### config.mk
export PLATFORM = sky130hd
export DESIGN_NAME = fpadd_top
export DESIGN_NICKNAME = d
export VERILOG_FILES = /design/src/rtl/fpadd_pkg.sv /design/src/rtl/fpa_align.sv /design/src/rtl/fpa_addsub.sv /design/src/rtl/fpa_normalize.sv /design/src/rtl/fpa_round.sv /design/src/rtl/fpadd_top.sv
export SDC_FILE = /design/constraint.sdc
export NUM_CORES = 1
export LEC_CHECK = 0
export BUFFER_PORTS_ARGS = -buffer_cell sky130_fd_sc_hd__buf_2
export CAP_MARGIN = 20
export CELL_PAD_IN_SITES_DETAIL_PLACEMENT = 1
export CELL_PAD_IN_SITES_GLOBAL_PLACEMENT = 2
export CORE_UTILIZATION = 30
export CTS_BUF_LIST = sky130_fd_sc_hd__clkbuf_8
export CTS_CLUSTER_SIZE = 24
export DETAILED_ROUTE_END_ITERATION = 16
export PLACE_DENSITY = 0.74
export SYNTH_ARGS = -nofsm -noshare
export SYNTH_HDL_FRONTEND = slang
export SYNTH_SLANG_ARGS = --single-unit
### constraint.sdc
create_clock -name clk -period 13.1 [get_ports clk]
set_input_delay 1.965 -clock clk [delete_from_list [all_inputs] [get_ports clk]]
set_output_delay 1.965 -clock clk [all_outputs]
set_load 0.02 [all_outputs]
### src/rtl/fpadd_pkg.sv
package fpadd_pkg;

    // Guard, round and sticky bits kept below the significand.
    localparam int unsigned GRS_W = 3;

    typedef enum logic [1:0] {
        CLS_ZERO = 2'd0,
        CLS_NORM = 2'd1,
        CLS_INF  = 2'd2
    } fp_class_e;

    // Control that travels alongside the datapath in every stage.
    typedef struct packed {
        logic valid;
        logic sign;
        logic is_inf;
    } lane_ctl_t;

endpackage

### src/rtl/fpa_align.sv
module fpa_align
    import fpadd_pkg::*;
#(
    parameter int unsigned EXP_W = 8,
    parameter int unsigned MAN_W = 24
) (
    input  logic                       clk,
    input  logic                       rst,
    input  logic                       in_valid,
    input  logic [EXP_W+MAN_W-1:0]     op_a,
    input  logic [EXP_W+MAN_W-1:0]     op_b,
    input  logic                       op_sub,
    output lane_ctl_t                  ctl_o,
    output logic [EXP_W-1:0]           exp_o,
    output logic [MAN_W+GRS_W-1:0]     big_o,
    output logic [MAN_W+GRS_W-1:0]     small_o,
    output logic                       eff_sub_o
);
    localparam int unsigned FRAC_W = MAN_W - 1;
    localparam int unsigned WORD_W = EXP_W + MAN_W;
    localparam int unsigned EXT_W  = MAN_W + GRS_W;

    function automatic fp_class_e classify(input logic [EXP_W-1:0] e);
        if (e == '0) return CLS_ZERO;
        if (&e)      return CLS_INF;
        return CLS_NORM;
    endfunction

    logic              sgn_a, sgn_b;
    logic [EXP_W-1:0]  exp_a, exp_b;
    logic [FRAC_W-1:0] frc_a, frc_b;
    fp_class_e         cls_a, cls_b;
    logic [WORD_W-2:0] mag_a, mag_b;
    logic [EXT_W-1:0]  ext_a, ext_b;
    logic              a_big;
    logic [EXP_W-1:0]  exp_big, exp_small, e_diff;
    logic [EXT_W-1:0]  ext_big, ext_small, shifted;
    logic [31:0]       sh32;
    logic              sticky;
    lane_ctl_t         ctl_n;

    always_comb begin
        sgn_a = op_a[WORD_W-1];
        sgn_b = op_b[WORD_W-1] ^ op_sub;
        exp_a = op_a[WORD_W-2 -: EXP_W];
        exp_b = op_b[WORD_W-2 -: EXP_W];
        frc_a = op_a[FRAC_W-1:0];
        frc_b = op_b[FRAC_W-1:0];
        cls_a = classify(exp_a);
        cls_b = classify(exp_b);
        mag_a = (cls_a == CLS_ZERO) ? '0 : {exp_a, frc_a};
        mag_b = (cls_b == CLS_ZERO) ? '0 : {exp_b, frc_b};
        ext_a = (cls_a == CLS_ZERO) ? '0 : {1'b1, frc_a, {GRS_W{1'b0}}};
        ext_b = (cls_b == CLS_ZERO) ? '0 : {1'b1, frc_b, {GRS_W{1'b0}}};
        a_big     = (mag_a >= mag_b);
        exp_big   = a_big ? exp_a : exp_b;
        exp_small = a_big ? exp_b : exp_a;
        ext_big   = a_big ? ext_a : ext_b;
        ext_small = a_big ? ext_b : ext_a;
        e_diff    = exp_big - exp_small;
    end

    // Right shift of the smaller significand, folding lost bits into sticky.
    always_comb begin
        sh32   = 32'(e_diff);
        sticky = 1'b0;
        if (sh32 >= 32'(EXT_W)) begin
            shifted = '0;
            sticky  = |ext_small;
        end else begin
            shifted = ext_small >> e_diff;
            for (int i = 0; i < int'(EXT_W); i++) begin
                if (32'(i) < sh32) sticky = sticky | ext_small[i];
            end
        end
    end

    always_comb begin
        ctl_n.valid  = in_valid;
        ctl_n.is_inf = (cls_a == CLS_INF) || (cls_b == CLS_INF);
        if (cls_a == CLS_INF)      ctl_n.sign = sgn_a;
        else if (cls_b == CLS_INF) ctl_n.sign = sgn_b;
        else                       ctl_n.sign = a_big ? sgn_a : sgn_b;
    end

    always_ff @(posedge clk) begin
        if (rst) begin
            ctl_o     <= '0;
            exp_o     <= '0;
            big_o     <= '0;
            small_o   <= '0;
            eff_sub_o <= 1'b0;
        end else begin
            ctl_o     <= ctl_n;
            exp_o     <= exp_big;
            big_o     <= ext_big;
            small_o   <= {shifted[EXT_W-1:1], shifted[0] | sticky};
            eff_sub_o <= sgn_a ^ sgn_b;
        end
    end


    small_le_big_chk: assert property (@(posedge clk) disable iff (rst)
        ctl_o.valid |-> (small_o <= big_o));

endmodule

### src/rtl/fpa_addsub.sv
module fpa_addsub
    import fpadd_pkg::*;
#(
    parameter int unsigned EXP_W = 8,
    parameter int unsigned MAN_W = 24
) (
    input  logic                       clk,
    input  logic                       rst,
    input  lane_ctl_t                  ctl_i,
    input  logic [EXP_W-1:0]           exp_i,
    input  logic [MAN_W+GRS_W-1:0]     big_i,
    input  logic [MAN_W+GRS_W-1:0]     small_i,
    input  logic                       eff_sub_i,
    output lane_ctl_t                  ctl_o,
    output logic [EXP_W-1:0]           exp_o,
    output logic [MAN_W+GRS_W:0]       sum_o
);
    localparam int unsigned EXT_W = MAN_W + GRS_W;

    logic [EXT_W:0] sum_n;
    logic           was_sub;

    always_comb begin
        if (eff_sub_i) sum_n = {1'b0, big_i} - {1'b0, small_i};
        else           sum_n = {1'b0, big_i} + {1'b0, small_i};
    end

    always_ff @(posedge clk) begin
        if (rst) begin
            ctl_o   <= '0;
            exp_o   <= '0;
            sum_o   <= '0;
            was_sub <= 1'b0;
        end else begin
            ctl_o   <= ctl_i;
            exp_o   <= exp_i;
            sum_o   <= sum_n;
            was_sub <= eff_sub_i;
        end
    end


    no_borrow_chk: assert property (@(posedge clk) disable iff (rst)
        (ctl_o.valid && was_sub) |-> !sum_o[EXT_W]);

endmodule

### src/rtl/fpa_normalize.sv
module fpa_normalize
    import fpadd_pkg::*;
#(
    parameter int unsigned EXP_W = 8,
    parameter int unsigned MAN_W = 24
) (
    input  logic                              clk,
    input  logic                              rst,
    input  lane_ctl_t                         ctl_i,
    input  logic [EXP_W-1:0]                  exp_i,
    input  logic [MAN_W+GRS_W:0]              sum_i,
    output lane_ctl_t                         ctl_o,
    output logic signed [EXP_W+1:0]           exp_o,
    output logic [MAN_W+GRS_W-1:0]            norm_o,
    output logic                              zero_o
);
    localparam int unsigned EXT_W  = MAN_W + GRS_W;
    localparam int unsigned EXPS_W = EXP_W + 2;
    localparam int unsigned LZ_W   = $clog2(EXT_W + 1);

    logic [LZ_W-1:0]          lz;
    logic                     found;
    logic [EXT_W-1:0]         norm_n;
    logic signed [EXPS_W-1:0] exp_wide, exp_n;
    logic                     zero_n;

    // Leading-zero count below the carry position.
    always_comb begin
        lz    = '0;
        found = 1'b0;
        for (int i = int'(EXT_W) - 1; i >= 0; i--) begin
            if (!found) begin
                if (sum_i[i]) found = 1'b1;
                else          lz = lz + LZ_W'(1);
            end
        end
    end

    always_comb begin
        exp_wide = $signed({2'b00, exp_i});
        if (sum_i[EXT_W]) begin
            norm_n = {sum_i[EXT_W:2], sum_i[1] | sum_i[0]};
            exp_n  = exp_wide + $signed(EXPS_W'(1));
        end else begin
            norm_n = sum_i[EXT_W-1:0] << lz;
            exp_n  = exp_wide - $signed({{(EXPS_W-LZ_W){1'b0}}, lz});
        end
        zero_n = (sum_i == '0) || exp_n[EXPS_W-1] || (exp_n == '0);
    end

    always_ff @(posedge clk) begin
        if (rst) begin
            ctl_o  <= '0;
            exp_o  <= '0;
            norm_o <= '0;
            zero_o <= 1'b0;
        end else begin
            ctl_o  <= ctl_i;
            exp_o  <= exp_n;
            norm_o <= norm_n;
            zero_o <= zero_n;
        end
    end


    lead_one_chk: assert property (@(posedge clk) disable iff (rst)
        (ctl_o.valid && !ctl_o.is_inf && !zero_o) |-> (norm_o[EXT_W-1] && (exp_o > 0)));

endmodule

### src/rtl/fpa_round.sv
module fpa_round
    import fpadd_pkg::*;
#(
    parameter int unsigned EXP_W = 8,
    parameter int unsigned MAN_W = 24
) (
    input  logic                        clk,
    input  logic                        rst,
    input  lane_ctl_t                   ctl_i,
    input  logic signed [EXP_W+1:0]     exp_i,
    input  logic [MAN_W+GRS_W-1:0]      norm_i,
    input  logic                        zero_i,
    output logic                        valid_o,
    output logic [EXP_W+MAN_W-1:0]      sum_o,
    output logic                        ovf_o
);
    localparam int unsigned FRAC_W = MAN_W - 1;
    localparam int unsigned WORD_W = EXP_W + MAN_W;
    localparam int unsigned EXPS_W = EXP_W + 2;
    localparam logic signed [EXPS_W-1:0] EXP_TOP = EXPS_W'((1 << EXP_W) - 1);

    logic [MAN_W-1:0]         sig;
    logic [MAN_W:0]           sig_r;
    logic                     lsb, grd, rest, up;
    logic signed [EXPS_W-1:0] exp_r;
    logic [FRAC_W-1:0]        frac_r;
    logic [WORD_W-1:0]        word_n;
    logic                     ovf_n;

    always_comb begin
        sig    = norm_i[MAN_W+GRS_W-1:GRS_W];
        lsb    = norm_i[GRS_W];
        grd    = norm_i[GRS_W-1];
        rest   = |norm_i[GRS_W-2:0];
        up     = grd && (rest || lsb);
        sig_r  = {1'b0, sig} + {{MAN_W{1'b0}}, up};
        exp_r  = exp_i + $signed({{(EXPS_W-1){1'b0}}, sig_r[MAN_W]});
        frac_r = sig_r[MAN_W] ? '0 : sig_r[FRAC_W-1:0];
        ovf_n  = 1'b0;
        if (ctl_i.is_inf) begin
            word_n = {ctl_i.sign, {EXP_W{1'b1}}, {FRAC_W{1'b0}}};
        end else if (zero_i) begin
            word_n = '0;
        end else if (exp_r >= EXP_TOP) begin
            word_n = {ctl_i.sign, {EXP_W{1'b1}}, {FRAC_W{1'b0}}};
            ovf_n  = 1'b1;
        end else begin
            word_n = {ctl_i.sign, exp_r[EXP_W-1:0], frac_r};
        end
    end

    always_ff @(posedge clk) begin
        if (rst) begin
            valid_o <= 1'b0;
            sum_o   <= '0;
            ovf_o   <= 1'b0;
        end else begin
            valid_o <= ctl_i.valid;
            sum_o   <= word_n;
            ovf_o   <= ovf_n && ctl_i.valid;
        end
    end


    ovf_inf_chk: assert property (@(posedge clk) disable iff (rst)
        ovf_o |-> (valid_o && (&sum_o[WORD_W-2 -: EXP_W]) && (sum_o[FRAC_W-1:0] == '0)));


    flush_zero_chk: assert property (@(posedge clk) disable iff (rst)
        (valid_o && (sum_o[WORD_W-2 -: EXP_W] == '0)) |-> (sum_o == '0));

endmodule

### src/rtl/fpadd_top.sv
module fpadd_top
    import fpadd_pkg::*;
#(
    parameter int unsigned EXP_W = 8,
    parameter int unsigned MAN_W = 24
) (
    input  logic                    clk,
    input  logic                    rst,
    input  logic                    in_valid,
    input  logic [EXP_W+MAN_W-1:0]  in_a,
    input  logic [EXP_W+MAN_W-1:0]  in_b,
    input  logic                    in_sub,
    output logic                    out_valid,
    output logic [EXP_W+MAN_W-1:0]  out_sum,
    output logic                    out_ovf
);
    localparam int unsigned EXT_W = MAN_W + GRS_W;

    lane_ctl_t                ctl_1, ctl_2, ctl_3;
    logic [EXP_W-1:0]         exp_1, exp_2;
    logic [EXT_W-1:0]         big_1, small_1;
    logic                     eff_sub_1;
    logic [EXT_W:0]           sum_2;
    logic signed [EXP_W+1:0]  exp_3;
    logic [EXT_W-1:0]         norm_3;
    logic                     zero_3;

    fpa_align #(.EXP_W(EXP_W), .MAN_W(MAN_W)) u_align (
        .clk(clk), .rst(rst), .in_valid(in_valid),
        .op_a(in_a), .op_b(in_b), .op_sub(in_sub),
        .ctl_o(ctl_1), .exp_o(exp_1), .big_o(big_1), .small_o(small_1),
        .eff_sub_o(eff_sub_1)
    );

    fpa_addsub #(.EXP_W(EXP_W), .MAN_W(MAN_W)) u_addsub (
        .clk(clk), .rst(rst), .ctl_i(ctl_1), .exp_i(exp_1),
        .big_i(big_1), .small_i(small_1), .eff_sub_i(eff_sub_1),
        .ctl_o(ctl_2), .exp_o(exp_2), .sum_o(sum_2)
    );

    fpa_normalize #(.EXP_W(EXP_W), .MAN_W(MAN_W)) u_norm (
        .clk(clk), .rst(rst), .ctl_i(ctl_2), .exp_i(exp_2), .sum_i(sum_2),
        .ctl_o(ctl_3), .exp_o(exp_3), .norm_o(norm_3), .zero_o(zero_3)
    );

    fpa_round #(.EXP_W(EXP_W), .MAN_W(MAN_W)) u_round (
        .clk(clk), .rst(rst), .ctl_i(ctl_3), .exp_i(exp_3),
        .norm_i(norm_3), .zero_i(zero_3),
        .valid_o(out_valid), .sum_o(out_sum), .ovf_o(out_ovf)
    );

    // Edges since reset, saturating, so the latency check never looks before reset.
    logic [2:0] since_rst;
    always_ff @(posedge clk) begin
        if (rst)                    since_rst <= '0;
        else if (since_rst != 3'd4) since_rst <= since_rst + 3'd1;
    end


    latency_chk: assert property (@(posedge clk) disable iff (rst)
        (since_rst == 3'd4) |-> (out_valid == $past(in_valid, 4)));

endmodule

==> impl_results.md, run 1 <==
* Clock skew at 0.0187 ns
* Fmax achieved at 80.1 MHz
* Delay of the slowest critical-path stage at 0.39 ns
* Die footprint at 0.0501 sq mm
* Power density over cell area at 301 mW/mm^2
* Combinational power share at 77.0%
* Critical R2R Launch: u_addsub.sum_o[25]
* Data required, critical path at 13.42 ns
* Synth Area in Adders at 8.35%
* Met3 WL at 1560 microns
* Die Wd at 224 microns
* Setup ws final at 0.621 ns
* Post-synthesis mux area share at 5.81%
* DR vias/cell at 5.32
* Largest family of logic cells by synthesized area: simple AND/OR/NAND/NOR gates
* Post-DRT Antenna Nets at 0
* Post-synth top flop: dfxtp_1
* Pint at 2.52 mW
* Synth Area in Compound Gates at 20.0%
* Wire length on met2 at 24700 microns
* Iter 0 DRT Violations at 840
* Max-slew violations at 0
* Worst setup endpoint: u_norm.zero_o
* GP Congestion at 0.881
* Clk sinks at 177
* Wire per inst at 18.9 microns
* CTS root buf: clkbuf_8
* Clock power share at 7.4%
* Router iterations before antenna repair at 6
* Sequential Power Share at 15.5%
* Simple-Gate Fraction of Synth Area at 27.0%
* NetSw at 2.58 mW
* Highest-delay cell along the critical path: fa_2
* Endpoints failing hold at 0
* Startpoint class of the critical path: register
* CP Data Arrival Time at 12.79 ns
* Leakage at 6.96 nW
* DIE HEIGHT at 224 microns
* Number of antenna violations at the first check in global routing at 0
* I/O Buffers at 101
* Share of cells above drive strength 1 at 15.2%
* Sequential share of the synthesized area at 24.0%
* Most frequent cells in the layout: 302 x nor2_1, 216 x nand2_1, 176 x dfxtp_1
* Clk_lat worst skew at 0.48 ns
* Synthesized Nets at 2190
* Clk slew on worst S/H paths at 0.10 ns
* First-pass GRT wire length at 82200 microns
* Wire length on met1 at 25700 microns
* Post-Synth XOR/XNOR Area at 9.43%
* Fin crit share at 95.3%
* CP max FO at 5
* Sw frac at 50.6%
* CTS tree: yes
* Layout overhead on the synthesized area at 14.8%
* DP Worst Slack at -0.488 ns
* Reg-to-reg endpoint: u_norm.zero_o
* Via count at 14700
* Min cycle time layout at 12.48 ns
* Cell count after synthesis at 2032
* H-tree levels at 4
* FF+latch count, synth at 177
* Crit. End Element: register
* Most common cell after layout, fill and taps aside: nor2_1
* Layout Nets at 2263
* Critical path class: reg -> reg
* Hold_ws at 0.429 ns
* Post-synth top area share at 24.0%
* Yosys Warn Count at 0
* Status: complete, no violations
* Final setup vio count at 0
* Netlist Area Pre-Place at 0.0148 sq mm
* Total CTS buffers at 17
* Final Non-Filler Cells at 2774
* Residual DRC at 0
* All-Layer GR Usage at 20.6%
* Post-synth EDFFs at 0
* Synth top area cells: dfxtp_1 24%, nor2_1 7.8%, ha_1 7.5%, a21oi_1 5.7%, nand2_1 5.6%
* DP HPWL at 41200 microns
* Worst IR Drop VDD at 0.150 mV
* WL final at 52500 microns
* Std-Cell Rows at 80
* Hold Path Class: reg -> reg
* Largest net degree at the start of global routing at 74
* I/O pins at 102
* Dpl cells at 2704
* Clock buffer depth at 2
* Largest area contributor in the netlist: dfxtp_1
* Worst slew pin tran at 1.09 ns
* Rel. slew slack at 27.0%
* Reg-to-reg slack, setup at 0.62 ns
* Gr ovfl total at 0
* # diodes at 0
* Uppermost layer routed: met4
* FF-to-FF path depth at 76
* Syn avg cell area at 7.27 sq um
* Crit path launch: u_addsub.sum_o[25]
* Max-cap violations at 0
* Core area at 0.0481 sq mm
* Vias in the first global route at 14600
* Post-synth cell types at 88
* Total negative slack at 0 ns
* Initial Utilization at 30.7%
* Async set or reset register ratio after synthesis at 0%
==> sequential cells by signal, summed over array words and instances (netlist names), 3 cells and up <==
| signal | flops |
|---|---|
| u_addsub.sum_o | 28 |
| u_align.small_o | 27 |
| u_addsub.ctl_o | 3 |
| u_align.exp_o | 8 |
| u_round.sum_o | 32 |
| u_addsub.exp_o | 8 |
| u_align.big_o | 24 |
| u_norm.exp_o | 10 |
| u_norm.norm_o | 27 |
| u_norm.ctl_o | 3 |
| u_align.ctl_o | 3 |
==> synthesized netlist by cell type, types with 6 or more instances <==
| cell type | n |
|---|---|
| o21bai_1 | 6 |
| a21o_1 | 23 |
| nand2b_1 | 18 |
| xnor2_1 | 88 |
| ha_1 | 89 |
| nand3_1 | 43 |
| a2111oi_0 | 6 |
| or4_1 | 8 |
| nand4_1 | 19 |
| nor4_1 | 23 |
| nor3b_1 | 6 |
| o21a_1 | 8 |
| clkbuf_1 | 101 |
| xor2_1 | 38 |
| or3_1 | 13 |
| nor3_1 | 68 |
| mux2_2 | 12 |
| o21ai_1 | 8 |
| o211ai_1 | 9 |
| and3_1 | 25 |
| nor2b_1 | 41 |
| inv_1 | 75 |
| a21oi_1 | 168 |
| nand2_1 | 220 |
| buf_1 | 11 |
| dfxtp_1 | 177 |
| maj3_1 | 10 |
| o31ai_1 | 8 |
| o22ai_1 | 15 |
| o21ai_0 | 114 |
| or2_2 | 6 |
| and2_1 | 33 |
| buf_2 | 8 |
| nor2_1 | 307 |
| a22oi_1 | 13 |
| o221ai_1 | 10 |
| a211oi_1 | 22 |
| a31oi_1 | 14 |
| mux2i_1 | 64 |
==> per-layer routing <==
layer  vias to the layer above  global-route usage [%]
met1                      7142                    28.8
met4                         0                    3.78
met2                       317                    34.6
met3                        41                    1.80
met5                         -                       0
li1                       7245                       -
==> worst min-delay path by stage <==
stage                        end  depth (start not counted)            start
3_3_place_gp   u_round.sum_o[31]                          2  u_norm.ctl_o[1]
3_5_place_dp   u_round.sum_o[31]                          2  u_norm.ctl_o[1]
2_1_floorplan  u_round.sum_o[31]                          2  u_norm.ctl_o[1]
5_1_grt        u_round.sum_o[31]                          2  u_norm.ctl_o[1]
6_report       u_round.sum_o[31]                          2  u_norm.ctl_o[1]
4_1_cts        u_round.sum_o[31]                          2  u_norm.ctl_o[1]
==> kinds of logic (layout without fill, tap and decap cells) <==
group           Yosys count  in the layout
xor+xnor                140            140
mux                      80             80
compound gates          478            478
simple gates            853            853
buf+inv                 204            290
flops                   177            177
fa+ha+maj               100            100
==> through the flow <==
stage / cell area [sq um] / util (%) / power [mW]
after floorplan: 14800 / - / 3.28
after global placement: 16000 / 33.1 / 4.12
after detailed placement: 16000 / 33.1 / 4.20
after CTS: 16600 / 34.4 / 4.69
after global routing: 17000 / 35.2 / 5.52
final: 17000 / 35.2 / 5.10
==> power by group through the flow <==
stage          Clock [mW]  Combinational, mW  Sequential (mW)
4_1_cts             0.391               3.51            0.791
5_1_grt             0.414               4.30            0.806
6_report            0.379               3.93            0.793
3_5_place_dp            0               3.40            0.802
3_3_place_gp            0               3.32            0.799
2_1_floorplan           0               2.55            0.730
==> timing repair <==
action                     4_1_cts  5_1_grt
gates cloned                     0        3
hold buffers                     0        0
resized for setup               19       42
pin swaps                       12       50
buffers inserted                17       18
setup endpoints to repair       26       35
hold endpoints to repair         0        0
==> critical path, delay by kind of cell, from the launching register on <==
family / cells / cell delay (ns)
AOI/OAI and AO/OA: 29 / 4.56
adders and majority gates: 13 / 3.58
and+or+nand+nor: 26 / 2.80
muxes: 2 / 0.44
DFF: 1 / 0.38
xor gates and xnor gates: 3 / 0.38
buffers and inverters: 3 / 0.16
==> layout make-up <==
type | count | area, sq um
multi-input combinational | 1651 | 10700
clock buffer | 17 | 234
clock inverter | 15 | 171
fill | 5958 | 31200
tap | 656 | 821
timing repair buffer | 178 | 1150
sequential | 177 | 3550
inverter | 80 | 300
No activity file was read; power rests on OpenSTA's default activity.
==> inputs of run 2 (changes only) <==
CAP_MARGIN = unset   (was 20)
CORE_UTILIZATION = 33   (was 30)
PLACE_DENSITY = 0.8   (was 0.74)
==> impl_results.md, run 2 (synthesis results as in run 1) <==
* Cell family with most CP delay: compound AO/OA/AOI/OAI gates
* # hold bufs at CTS at 0 (unchanged)
* Layout Nets at 2265 (+0.088%)
* Critical R2R Launch: u_addsub.sum_o[25]
* WL final at 53500 microns (+1.9%)
* First-pass GRT wire length at 83000 microns (+0.91%)
* I/O Buffers at 101 (unchanged)
* Biggest register: u_round.sum_o
* Reg-to-reg slack, setup at 0.54 ns (-0.08 ns)
* CTS tree: yes
* Core area at 0.0442 sq mm (-8.2%)
* DP HPWL at 41500 microns (+0.87%)
* Final Util at 38.3% (+3.1 points)
* Min cycle time layout at 12.56 ns (+0.0781 ns)
* Highest-delay cell along the critical path: dfxtp_4
* Router iterations before antenna repair at 5 (-1)
* CP most frequent cell: ha_1
* Leakage at 6.96 nW (about the same)
* Die footprint at 0.0456 sq mm (-9.0%)
* DP Worst Slack at -0.448 ns (+0.0409 ns)
* Critical path class: reg -> reg
* Endpoints failing hold at 0 (unchanged)
* Clock buffer depth at 2 (unchanged)
* Layout overhead on the synthesized area at 14.8% (about the same)
* Min-delay src: u_norm.ctl_o[0]
* Fmax achieved at 79.6 MHz (-0.62%)
* Data required, critical path at 13.43 ns (about the same)
* Residual DRC at 0 (unchanged)
* CP Data Arrival Time at 12.89 ns (+0.10 ns)
* Worst Hold Path EP: u_round.ovf_o
* Setup ws final at 0.543 ns (-0.0781 ns)
* Number of antenna violations at the first check in global routing at 1 (+1)
* Max reg flops at 32 (unchanged)
* Total negative slack at 0 ns (unchanged)
* FF-to-FF path depth at 76 (unchanged)
* Clk slew on worst S/H paths at 0.09 ns (about the same)
* Cell count along the critical path at 76 (unchanged)
* I/O pins at 102 (unchanged)
* Final setup vio count at 0 (unchanged)
* Fin crit share at 95.9% (+0.60 points)
* Iter 0 DRT Violations at 805 (-4.2%)
* Crit. End Element: register
* Clk_lat worst skew at 0.48 ns (about the same)
* Largest net degree at the start of global routing at 65 (-12%)
* Status: complete, no violations
* Hold Path Class: reg -> reg
* Clock skew at 0.0276 ns (+0.00889 ns)
* Power density over cell area at 312 mW/mm^2 (+3.6%)
* Most common cell after layout, fill and taps aside: nor2_1
* Delay of the slowest critical-path stage at 0.37 ns (-0.02 ns)
* WP buf/inv at 6 (+3)
* Gr ovfl total at 0 (unchanged)
* DR vias/cell at 5.53 (+4.0%)
* All-Layer GR Usage at 23.2% (+2.6 points)
* Vias in the first global route at 15100 (+3.6%)
* Max-slew violations at 0 (unchanged)
* CP max FO at 10 (+5)
* Share of cells above drive strength 1 at 15.7% (+0.51 points)
* Clk sinks at 177 (unchanged)
* Hold path depth at 1 (-1)
* Initial Utilization at 33.4% (+2.7 points)
* Via count at 15000 (+1.6%)
* Die Wd at 214 microns (-4.6%)
* Rel. slew slack at 13.5% (-14 points)
* CTS root buf: clkbuf_8
* Worst IR Drop VDD at 0.145 mV (-3.3%)
* Std-Cell Rows at 77 (-3.8%)
* Startpoint class of the critical path: register
* Post-DRT Antenna Nets at 0 (unchanged)
* Most frequent cells in the layout: 301 x nor2_1, 216 x nand2_1, 176 x dfxtp_1
* GP Congestion at 0.895 (+1.7%)
* Worst slew pin tran at 1.29 ns (+0.198 ns)
* DIE HEIGHT at 214 microns (-4.6%)
* Reg-to-reg endpoint: u_norm.norm_o[24]
* Total CTS buffers at 17 (unchanged)
* Wire per inst at 19.7 microns (+4.2%)
* Largest regs: u_round.sum_o (32), u_addsub.sum_o (28)
* H-tree levels at 4 (unchanged)
* Max-cap violations at 0 (unchanged)
run 2: worst max path at each step:
stage	startpoint	endpoint	slack, ns
after floorplan	u_addsub.sum_o[24]	u_norm.zero_o	0.06
after global placement	u_addsub.sum_o[25]	u_norm.norm_o[24]	-0.02
after detailed placement	u_addsub.sum_o[25]	u_norm.norm_o[24]	-0.45
after CTS	u_addsub.sum_o[25]	u_norm.zero_o	0.03
after global routing	u_addsub.sum_o[26]	u_norm.zero_o	-0.25
final	u_addsub.sum_o[25]	u_norm.norm_o[24]	0.54
run 2: report_power, final:
| part | switching [mW] | leakage, nW | internal [mW] |
|---|---|---|---|
| clock | 0.211 | 0.202 | 0.191 |
| combinational | 2.30 | 5.31 | 1.78 |
| sequential | 0.154 | 1.46 | 0.646 |
run 2: what timing repair did:
item	CTS	global route
pin swaps	13	46
setup endpoints to repair	27	37
gates cloned	0	1
gates resized for setup	7	74
endpoints found under the hold margin	0	0
buffers inserted	8	18
run 2: area by class of cell:
cell class | count | area, sq um
clock inverter | 14 | 178
timing repair buffer | 180 | 1150
fill | 5441 | 27300
inverter | 80 | 300
clock buffer | 17 | 234
antenna | 1 | 2.50
multi-input combinational | 1651 | 10800
tap | 592 | 741
sequential | 177 | 3550
run 2: per-stage QoR:
stage	total power, mW	cells	instance area, sq um	hold slack (ns)
3_3_place_gp	4.20	2653	16000	0.419
6_report	5.28	2712	17000	0.434
2_1_floorplan	3.28	2032	14800	0.394
5_1_grt	5.68	2711	17000	0.466
3_5_place_dp	4.32	2653	16000	0.426
4_1_cts	4.81	2692	16500	0.444
run 2: worst register-to-register path: cells and delay by family, from the launching register on:
kind | cells | cell delay (ns)
adders and majority gates | 13 | 3.44
AOI/OAI and AO/OA | 26 | 4.09
xor gates and xnor gates | 3 | 0.39
buffers and inverters | 6 | 0.67
DFF | 1 | 0.37
muxes | 5 | 1.10
and+or+nand+nor | 23 | 2.34
run 2: routing by layer:
layer / global-route usage, % / part of all wire [%]
met1: 29.9 / 45
met2: 40.3 / 48
met3: 2.69 / 4.7
met4: 7.22 / 2.9
met5: 0 / 0
